==> src/rtl/sdd_pkg.sv <==
package sdd_pkg;

   // Default geometry of the decimator
   localparam int unsigned SDD_DECIM   = 64;
   localparam int unsigned SDD_ORDER   = 3;
   localparam int unsigned SDD_OUT_W   = 16;
   // A +/-1 input needs two bits before any growth
   localparam int unsigned SDD_IN_BITS = 2;

   // Accumulator width: input bits plus order * log2(decimation)
   function automatic int unsigned acc_width(input int unsigned order,
                                             input int unsigned decim);
      return SDD_IN_BITS + order * $clog2(decim);
   endfunction

   // Right shift that maps the filter gain onto the output width
   function automatic int scale_shift(input int unsigned order,
                                      input int unsigned decim,
                                      input int unsigned out_w);
      return int'(order * $clog2(decim)) - int'(out_w - 1);
   endfunction

endpackage

==> src/rtl/sdd_phase_ctr.sv <==
module sdd_phase_ctr #(
   parameter int unsigned DECIM = 64
) (
   input  logic clk,
   input  logic rst_n,
   input  logic clr,
   input  logic os_en,
   output logic dump
);
   localparam int unsigned CW = (DECIM > 2) ? $clog2(DECIM) : 1;
   localparam logic [CW-1:0] LAST = CW'(DECIM - 1);

   logic [CW-1:0] phase_q;
   logic          wrap;

   assign wrap = os_en && (phase_q == LAST);

   always_ff @(posedge clk or negedge rst_n) begin
      if (!rst_n) begin
         phase_q <= '0;
      end else if (clr) begin
         phase_q <= '0;
      end else if (os_en) begin
         phase_q <= wrap ? '0 : phase_q + 1'b1;
      end
   end

   // Registered so the comb sees the integrator after its last update
   always_ff @(posedge clk or negedge rst_n) begin
      if (!rst_n) begin
         dump <= 1'b0;
      end else if (clr) begin
         dump <= 1'b0;
      end else begin
         dump <= wrap;
      end
   end

endmodule

==> src/rtl/sdd_integ_chain.sv <==
module sdd_integ_chain #(
   parameter int unsigned ORDER = 3,
   parameter int unsigned ACC_W = 20
) (
   input  logic                    clk,
   input  logic                    rst_n,
   input  logic                    clr,
   input  logic                    os_en,
   input  logic                    bit_in,
   output logic signed [ACC_W-1:0] acc_o
);
   localparam logic signed [ACC_W-1:0] PLUS_ONE  = ACC_W'(1);
   localparam logic signed [ACC_W-1:0] MINUS_ONE = {ACC_W{1'b1}};

   logic signed [ACC_W-1:0] sample;
   logic signed [ACC_W-1:0] stg [ORDER];

   assign sample = bit_in ? PLUS_ONE : MINUS_ONE;

   for (genvar k = 0; k < int'(ORDER); k++) begin : g_stage
      logic signed [ACC_W-1:0] feed;
      if (k == 0) begin : g_head
         assign feed = sample;
      end else begin : g_tail
         assign feed = stg[k-1];
      end

      // Wraparound add; the comb differences cancel any overflow
      always_ff @(posedge clk or negedge rst_n) begin
         if (!rst_n) begin
            stg[k] <= '0;
         end else if (clr) begin
            stg[k] <= '0;
         end else if (os_en) begin
            stg[k] <= stg[k] + feed;
         end
      end
   end

   assign acc_o = stg[ORDER-1];

endmodule

==> src/rtl/sdd_comb_chain.sv <==
module sdd_comb_chain #(
   parameter int unsigned ORDER = 3,
   parameter int unsigned ACC_W = 20
) (
   input  logic                    clk,
   input  logic                    rst_n,
   input  logic                    clr,
   input  logic                    dump,
   input  logic signed [ACC_W-1:0] acc_i,
   output logic signed [ACC_W-1:0] diff_o
);
   logic signed [ACC_W-1:0] tap [ORDER+1];
   logic signed [ACC_W-1:0] dly [ORDER];

   assign tap[0] = acc_i;

   for (genvar k = 0; k < int'(ORDER); k++) begin : g_comb
      assign tap[k+1] = tap[k] - dly[k];

      always_ff @(posedge clk or negedge rst_n) begin
         if (!rst_n) begin
            dly[k] <= '0;
         end else if (clr) begin
            dly[k] <= '0;
         end else if (dump) begin
            dly[k] <= tap[k];
         end
      end
   end

   assign diff_o = tap[ORDER];

endmodule

==> src/rtl/sdd_scale_sat.sv <==
module sdd_scale_sat #(
   parameter int unsigned ACC_W    = 20,
   parameter int unsigned OUT_W    = 16,
   parameter int unsigned SHIFT    = 3,
   parameter bit          SATURATE = 1'b1
) (
   input  logic                    clk,
   input  logic                    rst_n,
   input  logic                    clr,
   input  logic                    dump,
   input  logic signed [ACC_W-1:0] diff_i,
   output logic signed [OUT_W-1:0] pcm_out,
   output logic                    pcm_vld
);
   localparam int unsigned SH_W = ACC_W - SHIFT;
   localparam logic signed [OUT_W-1:0] POS_MAX = {1'b0, {(OUT_W-1){1'b1}}};
   localparam logic signed [OUT_W-1:0] NEG_MAX = {1'b1, {(OUT_W-1){1'b0}}};

   logic signed [SH_W-1:0]  scaled;
   logic signed [OUT_W-1:0] limited;

   // Dropping the low bits of a two's complement value is a floor divide
   assign scaled = diff_i[ACC_W-1:SHIFT];

   if (SH_W > OUT_W && SATURATE) begin : g_clamp
      logic [SH_W-OUT_W:0] head;
      logic                in_range;
      assign head     = scaled[SH_W-1:OUT_W-1];
      assign in_range = (head == '0) || (head == '1);
      always_comb begin
         if (in_range) begin
            limited = scaled[OUT_W-1:0];
         end else if (scaled[SH_W-1]) begin
            limited = NEG_MAX;
         end else begin
            limited = POS_MAX;
         end
      end
   end else if (SH_W > OUT_W) begin : g_wrap
      assign limited = scaled[OUT_W-1:0];
   end else begin : g_extend
      assign limited = OUT_W'(scaled);
   end

   always_ff @(posedge clk or negedge rst_n) begin
      if (!rst_n) begin
         pcm_out <= '0;
         pcm_vld <= 1'b0;
      end else if (clr) begin
         pcm_out <= '0;
         pcm_vld <= 1'b0;
      end else begin
         pcm_vld <= dump;
         if (dump) begin
            pcm_out <= limited;
         end
      end
   end

endmodule

==> src/rtl/sdd_decimator.sv <==
module sdd_decimator #(
   parameter int unsigned DECIM    = sdd_pkg::SDD_DECIM,
   parameter int unsigned ORDER    = sdd_pkg::SDD_ORDER,
   parameter int unsigned OUT_W    = sdd_pkg::SDD_OUT_W,
   parameter bit          SATURATE = 1'b1
) (
   input  logic             clk,
   input  logic             rst_n,
   input  logic             clr,
   input  logic             os_en,
   input  logic             bit_in,
   output logic [OUT_W-1:0] pcm_out,
   output logic             pcm_vld
);
   localparam int unsigned ACC_W     = sdd_pkg::acc_width(ORDER, DECIM);
   localparam int          SHIFT_RAW = sdd_pkg::scale_shift(ORDER, DECIM, OUT_W);
   localparam int unsigned SHIFT     = (SHIFT_RAW > 0) ? SHIFT_RAW : 0;

   // Elaboration-time parameter checks
   if (DECIM < 2 || (DECIM & (DECIM - 1)) != 0) begin : g_bad_decim
      $error("sdd_decimator: DECIM must be a power of two of at least 2");
   end
   if (ORDER < 1 || ORDER > 6) begin : g_bad_order
      $error("sdd_decimator: ORDER must be between 1 and 6");
   end
   if (OUT_W < 2 || OUT_W > ACC_W) begin : g_bad_outw
      $error("sdd_decimator: OUT_W must lie between 2 and the accumulator width");
   end
   if (SHIFT_RAW < 0) begin : g_bad_shift
      $error("sdd_decimator: filter gain too small for OUT_W");
   end

   logic                    dump;
   logic signed [ACC_W-1:0] acc;
   logic signed [ACC_W-1:0] diff;
   logic signed [OUT_W-1:0] word;

   sdd_phase_ctr #(
      .DECIM (DECIM)
   ) u_phase (
      .clk   (clk),
      .rst_n (rst_n),
      .clr   (clr),
      .os_en (os_en),
      .dump  (dump)
   );

   sdd_integ_chain #(
      .ORDER (ORDER),
      .ACC_W (ACC_W)
   ) u_integ (
      .clk    (clk),
      .rst_n  (rst_n),
      .clr    (clr),
      .os_en  (os_en),
      .bit_in (bit_in),
      .acc_o  (acc)
   );

   sdd_comb_chain #(
      .ORDER (ORDER),
      .ACC_W (ACC_W)
   ) u_comb (
      .clk    (clk),
      .rst_n  (rst_n),
      .clr    (clr),
      .dump   (dump),
      .acc_i  (acc),
      .diff_o (diff)
   );

   sdd_scale_sat #(
      .ACC_W    (ACC_W),
      .OUT_W    (OUT_W),
      .SHIFT    (SHIFT),
      .SATURATE (SATURATE)
   ) u_scale (
      .clk     (clk),
      .rst_n   (rst_n),
      .clr     (clr),
      .dump    (dump),
      .diff_i  (diff),
      .pcm_out (word),
      .pcm_vld (pcm_vld)
   );

   assign pcm_out = word;

endmodule

==> config.mk <==
export PLATFORM = sky130hd
export DESIGN_NAME = sdd_decimator
export DESIGN_NICKNAME = d
export VERILOG_FILES = /design/src/rtl/sdd_pkg.sv /design/src/rtl/sdd_phase_ctr.sv /design/src/rtl/sdd_integ_chain.sv /design/src/rtl/sdd_comb_chain.sv /design/src/rtl/sdd_scale_sat.sv /design/src/rtl/sdd_decimator.sv
export SDC_FILE = /design/constraint.sdc
export NUM_CORES = 1
export LEC_CHECK = 0
export ABC_CLOCK_PERIOD_IN_PS = 6100
export CORE_MARGIN = 2
export CORE_UTILIZATION = 58
export DETAILED_ROUTE_END_ITERATION = 10
export PLACE_DENSITY = 0.81
export SYNTH_ARGS = -nofsm -noshare
export SYNTH_HDL_FRONTEND = slang
export SYNTH_SLANG_ARGS = --single-unit
export TNS_END_PERCENT = 20
==> constraint.sdc <==
create_clock -name clk -period 6.1 [get_ports clk]
set_input_delay 0.915 -clock clk [delete_from_list [all_inputs] [get_ports clk]]
set_output_delay 0.915 -clock clk [all_outputs]
set_load 0.01 [all_outputs]
### After elaboration in Yosys (flattened, before gate mapping)

Cells that the tools add are included.

* output and inout port bits: 17
* logic and storage cells: 46
* register bits: 144

* add/sub/neg operators: 7
* eq/ne operators: 2
* muxes and demuxes: 22
* reduce and logical (&&, ||, !) cells: 5

Operator list (count)
* $mux W20: 13
* $mux W16: 4
* $add A20 B20 Y20: 3
* $sub A20 B20 Y20: 3
* $mux W6: 3
* $add A6 B1 Y6 const B: 1
* $eq A6 B6 Y1 const B: 1
* $reduce_bool A2 Y1: 2
* $eq A2 B2 Y1 const B: 1
* $logic_not A2 Y1: 1
* $mux W1: 2
* $logic_and A1 B1 Y1: 1
* $logic_or A1 B1 Y1: 1

### Depth between registers and ports, before layout

Gate-level depths: netlist of run 1.

* word-level depth: 8
* gate-level depth with buffers: 30

### Modules after synthesis

A second synthesis of run 1 with hierarchy kept.

* cell total of the unflattened synthesis: 1301
* area total of the unflattened synthesis: 11494.8 µm²

By module, submodules not included
* sdd_comb_chain: cells an instance 598, seq. area each 1501.4 µm², area an instance 5186.2 µm², instances 1
* sdd_integ_chain: cells an instance 590, seq. area each 1501.4 µm², area an instance 5112.4 µm², instances 1
* sdd_scale_sat: cells an instance 79, seq. area each 425.4 µm², area an instance 842.1 µm², instances 1
* sdd_phase_ctr: cells an instance 34, seq. area each 175.2 µm², area an instance 354.1 µm², instances 1

### Worst setup path before layout of run 1

No wires, ideal clock.

* kind: register to register
* start point: register u_integ.stg (netlist bit u_integ.acc_o[0])
* end point: register u_scale.pcm_out[10]
* buffers on the path: 1
* arrival time: 5.577 ns
* data required time: 5.962 ns
* cell stages (with the launch flop): 31
* period minus slack after synthesis: 5.715 ns
* path slack: 0.385 ns
* library setup time: 0.138 ns
* path through: dfrtp_1 -> inv_1 -> ha_1 -> inv_1 -> fa_1 -> a21o_1 -> a21oi_1 -> o21bai_1 -> a21o_1 -> a21oi_1 -> inv_1 -> a21oi_1 -> xnor2_1 -> ha_1 -> o2111a_1 -> o21ai_0 -> a31oi_1 -> o21ai_0 -> nand2b_1 -> a21o_1 -> a21oi_1 -> xnor2_1 -> ha_1 -> and3_1 -> and3_1 -> nor4_1 -> o31ai_1 -> xor2_1 -> a21boi_2 -> buf_4 -> a211oi_1

* word-level cells in the longest chain between the ends: 8
* elaborated cells between the ends (all ways): 10
* those cells by class: add/sub (3); eq/ne (1); mux (4); reduce/logical (2)

RTL lines
* start, declared: line sdd_integ_chain.sv:16 `logic signed [ACC_W-1:0] stg [ORDER];`
* start signal, assigned by index: line sdd_integ_chain.sv:35 `stg[k] <= stg[k] + feed;`
* $sub A20 B20 Y20 (*) (3 in a row): line sdd_comb_chain.sv:18 `assign tap[k+1] = tap[k] - dly[k];`
* $eq A2 B2 Y1 or $logic_not A2 Y1 (tied branches): line sdd_scale_sat.sv:29 `assign in_range = (head == '0) || (head == '1);`
* $logic_or A1 B1 Y1: line sdd_scale_sat.sv:29
* $mux W16 (*): line sdd_scale_sat.sv:31 `if (in_range) begin`
* $mux W16 (*): line sdd_scale_sat.sv:54 `if (dump) begin`
* $mux W16 (*): line sdd_scale_sat.sv:49 `end else if (clr) begin`
* end signal, assigned: line sdd_scale_sat.sv:55 `pcm_out <= limited;`
* end, declared: line sdd_scale_sat.sv:12 `output logic signed [OUT_W-1:0] pcm_out,`

Every way passes the cells marked *; elsewhere a longest branch is shown, timed or not. The select of a mux whose other input is x is not followed.
A chain may end at the register's enable or synchronous reset.

### Final worst setup path of run 1

* start point: register u_integ.stg (netlist bit u_integ.acc_o[0])
* end point: register u_scale.pcm_out[12]

The elaborated chain is that of the path after synthesis.

==> results of run 1 <==
==> sequential cells by signal, summed over array words and instances, names as in the netlist <==
register,flops
u_phase.dump,1
u_integ.acc_o,20
u_scale.pcm_out,16
u_phase.phase_q,6
u_comb.dly,60
u_scale.pcm_vld,1
u_integ.g_stage.feed,40
==> worst max-delay path, delay by kind of cell, from the launching register on <==
family | cells | cell delay, ns
xor+xnor | 3 | 0.50
fa+ha+maj | 4 | 1.17
buf+inv | 4 | 0.33
compound gates | 15 | 2.66
simple gates | 4 | 0.56
flops | 1 | 0.39
==> area by class of cell <==
type,count,area (um^2)
Clock inverter,13,136
Fill cell,1455,6490
Timing Repair Buffer,36,335
Multi-Input combinational cell,932,6920
Clock buffer,19,453
Inverter,90,338
Tap cell,234,293
Sequential cell,144,3610
==> report_power, final <==
part | total [mW] | internal (mW) | switching (mW)
Sequential | 1.05 | 1.00 | 0.0503
Combinational | 3.85 | 1.70 | 2.14
Clock | 1.03 | 0.622 | 0.409
==> cell usage in the layout (no fill, tap or decap), drive strengths merged, types with 15 or more instances in the layout <==
| cell type | count |
|---|---|
| a21o | 27 |
| clkdlybuf4s50 | 18 |
| inv | 92 |
| nand2b | 16 |
| o311ai | 16 |
| xor2 | 28 |
| nor2 | 167 |
| buf | 18 |
| nand3 | 26 |
| ha | 113 |
| nand2 | 55 |
| dfrtp | 144 |
| and3 | 15 |
| xnor2 | 62 |
| or3 | 16 |
| a211oi | 31 |
| nor3 | 29 |
| o21ai | 47 |
| mux2i | 95 |
| clkbuf | 19 |
| a21oi | 67 |
==> synth_stat cells (10+ instances only) <==
cell type,n
a211oi_1,31
a21o_1,27
a21oi_1,66
a31oi_1,10
and3_1,15
clkbuf_1,27
dfrtp_1,144
ha_1,113
inv_1,90
mux2i_1,95
nand2_1,55
nand2b_1,16
nand3_1,25
nor2_1,167
nor2b_1,14
nor3_1,29
o21a_1,12
o21ai_0,47
o21bai_1,12
o311ai_1,10
or3_1,16
xnor2_1,62
xor2_1,27
==> how the worst max path moves through the flow <==
stage          slack [ns]             endpoint  cells past startpoint
5_1_grt             -0.03  u_scale.pcm_out[12]                     30
2_1_floorplan        0.38  u_scale.pcm_out[10]                     30
6_report             0.36  u_scale.pcm_out[12]                     30
4_1_cts              0.01  u_scale.pcm_out[12]                     30
3_3_place_gp         0.09   u_scale.pcm_out[2]                     29
3_5_place_dp        -0.17  u_scale.pcm_out[12]                     29
==> repair_timing <==
| item | in CTS | in global routing |
|---|---|---|
| endpoints found under the setup margin | 15 | 16 |
| setup buffers | 1 | 6 |
| resized for setup | 1 | 28 |
| pin swaps | 1 | 7 |
==> kinds of logic after synthesis <==
logic type,after synthesis,share of synthesized area (%)
mux,97,8.94
xor+xnor,92,7.76
flops,144,33.1
buf+inv,129,4.55
compound gates,262,16.4
fa+ha+maj,118,13.9
simple gates,363,15.4
==> per-layer routing <==
layer	GRT usage [%]	share of wire (%)
met5	0	0
met4	7.47	1.8
met3	3.97	2.0
met2	38.9	50
met1	25.5	46
==> metrics by stage <==
step	worst slack [ns]	std cells	hold WS [ns]
floorplan	0.385	1205	0.478
detailed placement	-0.167	1429	0.488
CTS	0.0129	1462	0.499
finish	0.357	1468	0.486
global route	-0.0309	1468	0.543
global placement	0.0880	1429	0.467
==> results.yml, run 1 <==
outcome:
  status: "finished, final reports clean"
worst_setup_path:
  critPathLaunch: "u_integ.acc_o[0]"
  cp_slowest_cell: "o31ai_4"
  critical_path.max_fanout: 15
  path_class: "flop to flop"
  r2r-end: "u_scale.pcm_out[12]"
  arrival_ns: 6.07
  required_ns: 6.42
  worstReg2RegStart: "u_integ.acc_o[0]"
  start_kind: "flop"
  reg2reg_slack_ns: 0.36
  worstRegToRegCells: 30
  crit_path_end_kind: "flop"
  cpPeakStageDelay_ns: 0.48
power_and_ir_drop:
  leakagePower_nw: 5.47
  max-vdd-ir-drop_mv: 0.427
  power.density_nw_per_um2: 491
  power.total_mw: 5.93
place:
  place_congestion: 0.812
  dp_hpwl_mm: 14.2
  dpl_cell_area_um2: 11300
  io_buffers: 21
final_layout:
  layout-drive-gt1-share_pct: 6.73
  nets: 1344
  fin_util_pct: 65.0
  antenna_cells: 0
  design_area_um2: 12100
  area_growth_pct: 11.0
worst_hold_path:
  holdPathEnd: "u_scale.pcm_out[15]"
  worstHoldStart: "u_scale.pcm_out[15]"
  hold_path.class: "flop to flop"
  min_path_cells: 2
detailed_routing:
  first_pass_iters: 5
  viasPerCell: 5.73
  drt-initial-drc-count: 435
  ant_nets: 0
  num_vias: 8417
  drc: 0
  wl_mm: 20.3
  wl_per_cell_um: 13.8
yosys:
  synth_seq_cells: 144
  synth_cell_type_count: 67
  yosysTopAreaCell: "dfrtp_1"
  synth_edf_count: 0
  syn_avg_cell_area_um2: 9.03
  syn-num-nets: 1328
  synthArstFlopShare_pct: 100
  synth_flop_cell: "dfrtp_1"
  synthTopCellsByArea: "dfrtp_1 (33%), ha_1 (13%), mux2i_1 (8.7%)"
  syn_area_um2: 10900
  synth_cells: 1205
  seq_area_frac_synth_pct: 33.1
  yosysWarnings: 0
  synth_top_area_share_pct: 33.1
clock_network:
  cts_tree: "built"
  cts_sinks: 144
  hold_buffers: 0
  clkLatencyLatePin_ns: 0.43
  cts_buffers: 17
  clkTransAtPathRegs_ns: 0.06
  ctsLongestPathBuffers: 2
  cts_max_level: 4
  root_buffer: "clkbuf_16"
floorplan:
  die-area_um2: 19900
  rows: 50
  chipWidth_um: 141
  die_y_um: 141
  start_util_pct: 58.6
  boundaryPins: 22
  fp.coreArea_um2: 18600
timing:
  max_clock_freq_mhz: 174
  fin_worst_skew_ns: 0.00871
  tightest_slew_ns: 0.917
  hold_violations: 0
  setup_tns_ns: 0
  setup_viol: 0
  fin_crit_sh_pct: 94.1
  relSlewSlack_pct: 38.8
  maxSlewViolCount: 0
  fin_crit_ns: 5.74
global_route:
  grt_overflow: 0
  grt.total_usage_pct: 21.4
  grt_pass1_vias: 8348
  grt_max_degree: 103
  grt_pass1_wl_mm: 35.8
  antenna_found_initial: 0
flow_run:
  drv_cap: 0
(Power assumes the default switching activity.)
==> run 2: changes to the inputs <==
Settings changed: CAP_MARGIN set to 5.
==> results of run 2 <==
Final layout, timing and power as in run 1 (identical DEF).
==> run 3: changes to the inputs <==
Settings changed: CORE_UTILIZATION 58 to 59, CTS_BUF_LIST set to sky130_fd_sc_hd__clkbuf_4 sky130_fd_sc_hd__clkbuf_8, GPL_TIMING_DRIVEN set to 1, PLACE_DENSITY 0.81 to 0.82.
==> results.yml, run 3 (synthesis gave the netlist of run 1 again) <==
timing:
  fin_worst_skew_ns: 0.0136
  hold_violations: 0
  tightest_slew_ns: 0.923
  fin_crit_ns: 5.83
  fin_crit_sh_pct: 95.5
  setup_viol: 0
  relSlewSlack_pct: 38.5
  max_clock_freq_mhz: 172
  maxSlewViolCount: 0
power_and_ir_drop:
  seqPwrFrac_pct: 19.5
  switching_share_pct: 44.5
  power_frac_clock_pct: 13.8
  power.total_mw: 5.40
  leakagePower_nw: 5.35
  internal-power_mw: 3.00
  comb_power_share_pct: 66.7
  max-vdd-ir-drop_mv: 0.634
  p_switching_mw: 2.40
  power.density_nw_per_um2: 458
clock_network:
  cts_sinks: 144
  ctsLongestPathBuffers: 2
  clkLatencyLatePin_ns: 0.47
  cts_buffers: 17
  clkTransAtPathRegs_ns: 0.07
  root_buffer: "clkbuf_8"
  cts_tree: "built"
  hold_buffers: 0
  cts_max_level: 4
final_layout:
  regMostFlops: "u_comb.dly"
  layout_commonest_cell: "nor2_1"
  antenna_cells: 0
  largest_reg_flops: 60
  nets: 1338
  instances_no_fill: 1455
  fin_util_pct: 65.4
  mostFrequentLayoutCells: "nor2_1 (167), dfrtp_1 (143), ha_1 (112), mux2i_1 (95), inv_1 (90)"
  area_growth_pct: 8.32
  layout-drive-gt1-share_pct: 5.87
worst_setup_path:
  worstReg2RegStart: "u_integ.acc_o[0]"
  cpPeakStageDelay_ns: 0.41
  path_class: "flop to flop"
  reg2reg_slack_ns: 0.27
  required_ns: 6.46
  cp_slowest_cell: "dfrtp_1"
  arrival_ns: 6.19
  worstRegToRegCells: 28
  start_kind: "flop"
  critical_path.max_fanout: 15
  crit_path_end_kind: "flop"
  r2r-end: "u_scale.pcm_out[5]"
place:
  dp.cells: 1423
  place_congestion: 0.817
  io_buffers: 21
  dp_hpwl_mm: 14.5
detailed_routing:
  ant_nets: 0
  first_pass_iters: 4
  drc: 0
  wl_per_cell_um: 13.9
  drt-initial-drc-count: 346
  wl_mm: 20.3
  num_vias: 8417
  viasPerCell: 5.78
outcome:
  status: "finished, final reports clean"
worst_hold_path:
  holdPathEnd: "u_scale.pcm_out[15]"
  worstHoldStart: "u_scale.pcm_out[15]"
  min_path_cells: 2
  hold_path.class: "flop to flop"
global_route:
  grt_overflow: 0
  grt_pass1_wl_mm: 36.9
  grt_max_degree: 104
  grt_pass1_vias: 8659
  grt.total_usage_pct: 22.3
  antenna_found_initial: 0
floorplan:
  die_y_um: 140
  fp.coreArea_um2: 18000
  start_util_pct: 60.4
  boundaryPins: 22
  die-area_um2: 19600
  rows: 49
  chipWidth_um: 140
flow_run:
  drv_cap: 0
-- run 3: per-layer routing --
metal	part of all wire [%]	vias to the layer above	GRT usage, %
met5	0	-	0
met4	1.6	0	7.26
met3	2.0	26	4.09
met2	51	79	41.6
met1	45	4039	25.5
li1	-	4273	-
-- run 3: worst max path at each step --
stage | to | from | cells after the start | slack (ns)
6_report | u_scale.pcm_out[5] | u_integ.acc_o[0] | 28 | 0.27
5_1_grt | u_scale.pcm_out[5] | u_integ.acc_o[0] | 30 | -0.01
4_1_cts | u_scale.pcm_out[2] | u_integ.acc_o[0] | 29 | 0.01
3_5_place_dp | u_scale.pcm_out[2] | u_integ.acc_o[0] | 29 | 0.05
3_3_place_gp | u_scale.pcm_out[2] | u_integ.acc_o[0] | 29 | 0.24
2_1_floorplan | u_scale.pcm_out[10] | u_integ.acc_o[0] | 30 | 0.38
-- run 3: timing repair --
action,4_1_cts,5_1_grt
gates resized for setup,0,24
endpoints found under the setup margin,0,16
buffers inserted,0,2
-- run 3: worst max-delay path, delay by kind of cell, from the launching register on --
| kind | cells | cell delay, ns |
|---|---|---|
| buffers and inverters | 3 | 0.29 |
| AOI/OAI and AO/OA | 14 | 2.35 |
| xor gates and xnor gates | 3 | 0.57 |
| and+or+nand+nor | 4 | 0.91 |
| adders and majority gates | 4 | 1.20 |
| DFF | 1 | 0.41 |
-- run 3: through the flow --
step / setup TNS (ns) / hold slack, ns / setup WS [ns] / instance area [um^2]
global route: -0.0276 / 0.533 / -0.0140 / 11800
floorplan: 0 / 0.478 / 0.385 / 10900
finish: 0 / 0.493 / 0.274 / 11800
CTS: 0 / 0.501 / 0.0105 / 11700
global placement: 0 / 0.472 / 0.239 / 11300
detailed placement: 0 / 0.476 / 0.0482 / 11300
-- run 3: layout make-up --
cell class                 instances  area, um^2
clock buffer                      26         339
clock inverter                     4        50.0
fill                            1422        6230
inverter                          90         338
multi-input combinational        932        6890
sequential                       144        3610
tap                              229         287
timing repair buffer              30         287
-- run 3: power groups by stage --
stage | Combinational [mW] | Sequential [mW] | Clock, mW
final | 3.60 | 1.05 | 0.747
after global routing | 4.02 | 1.06 | 0.805
after CTS | 3.31 | 1.05 | 0.761
after detailed placement | 3.27 | 1.07 | 0
after global placement | 3.17 | 1.06 | 0
after floorplan | 2.75 | 1.05 | 0
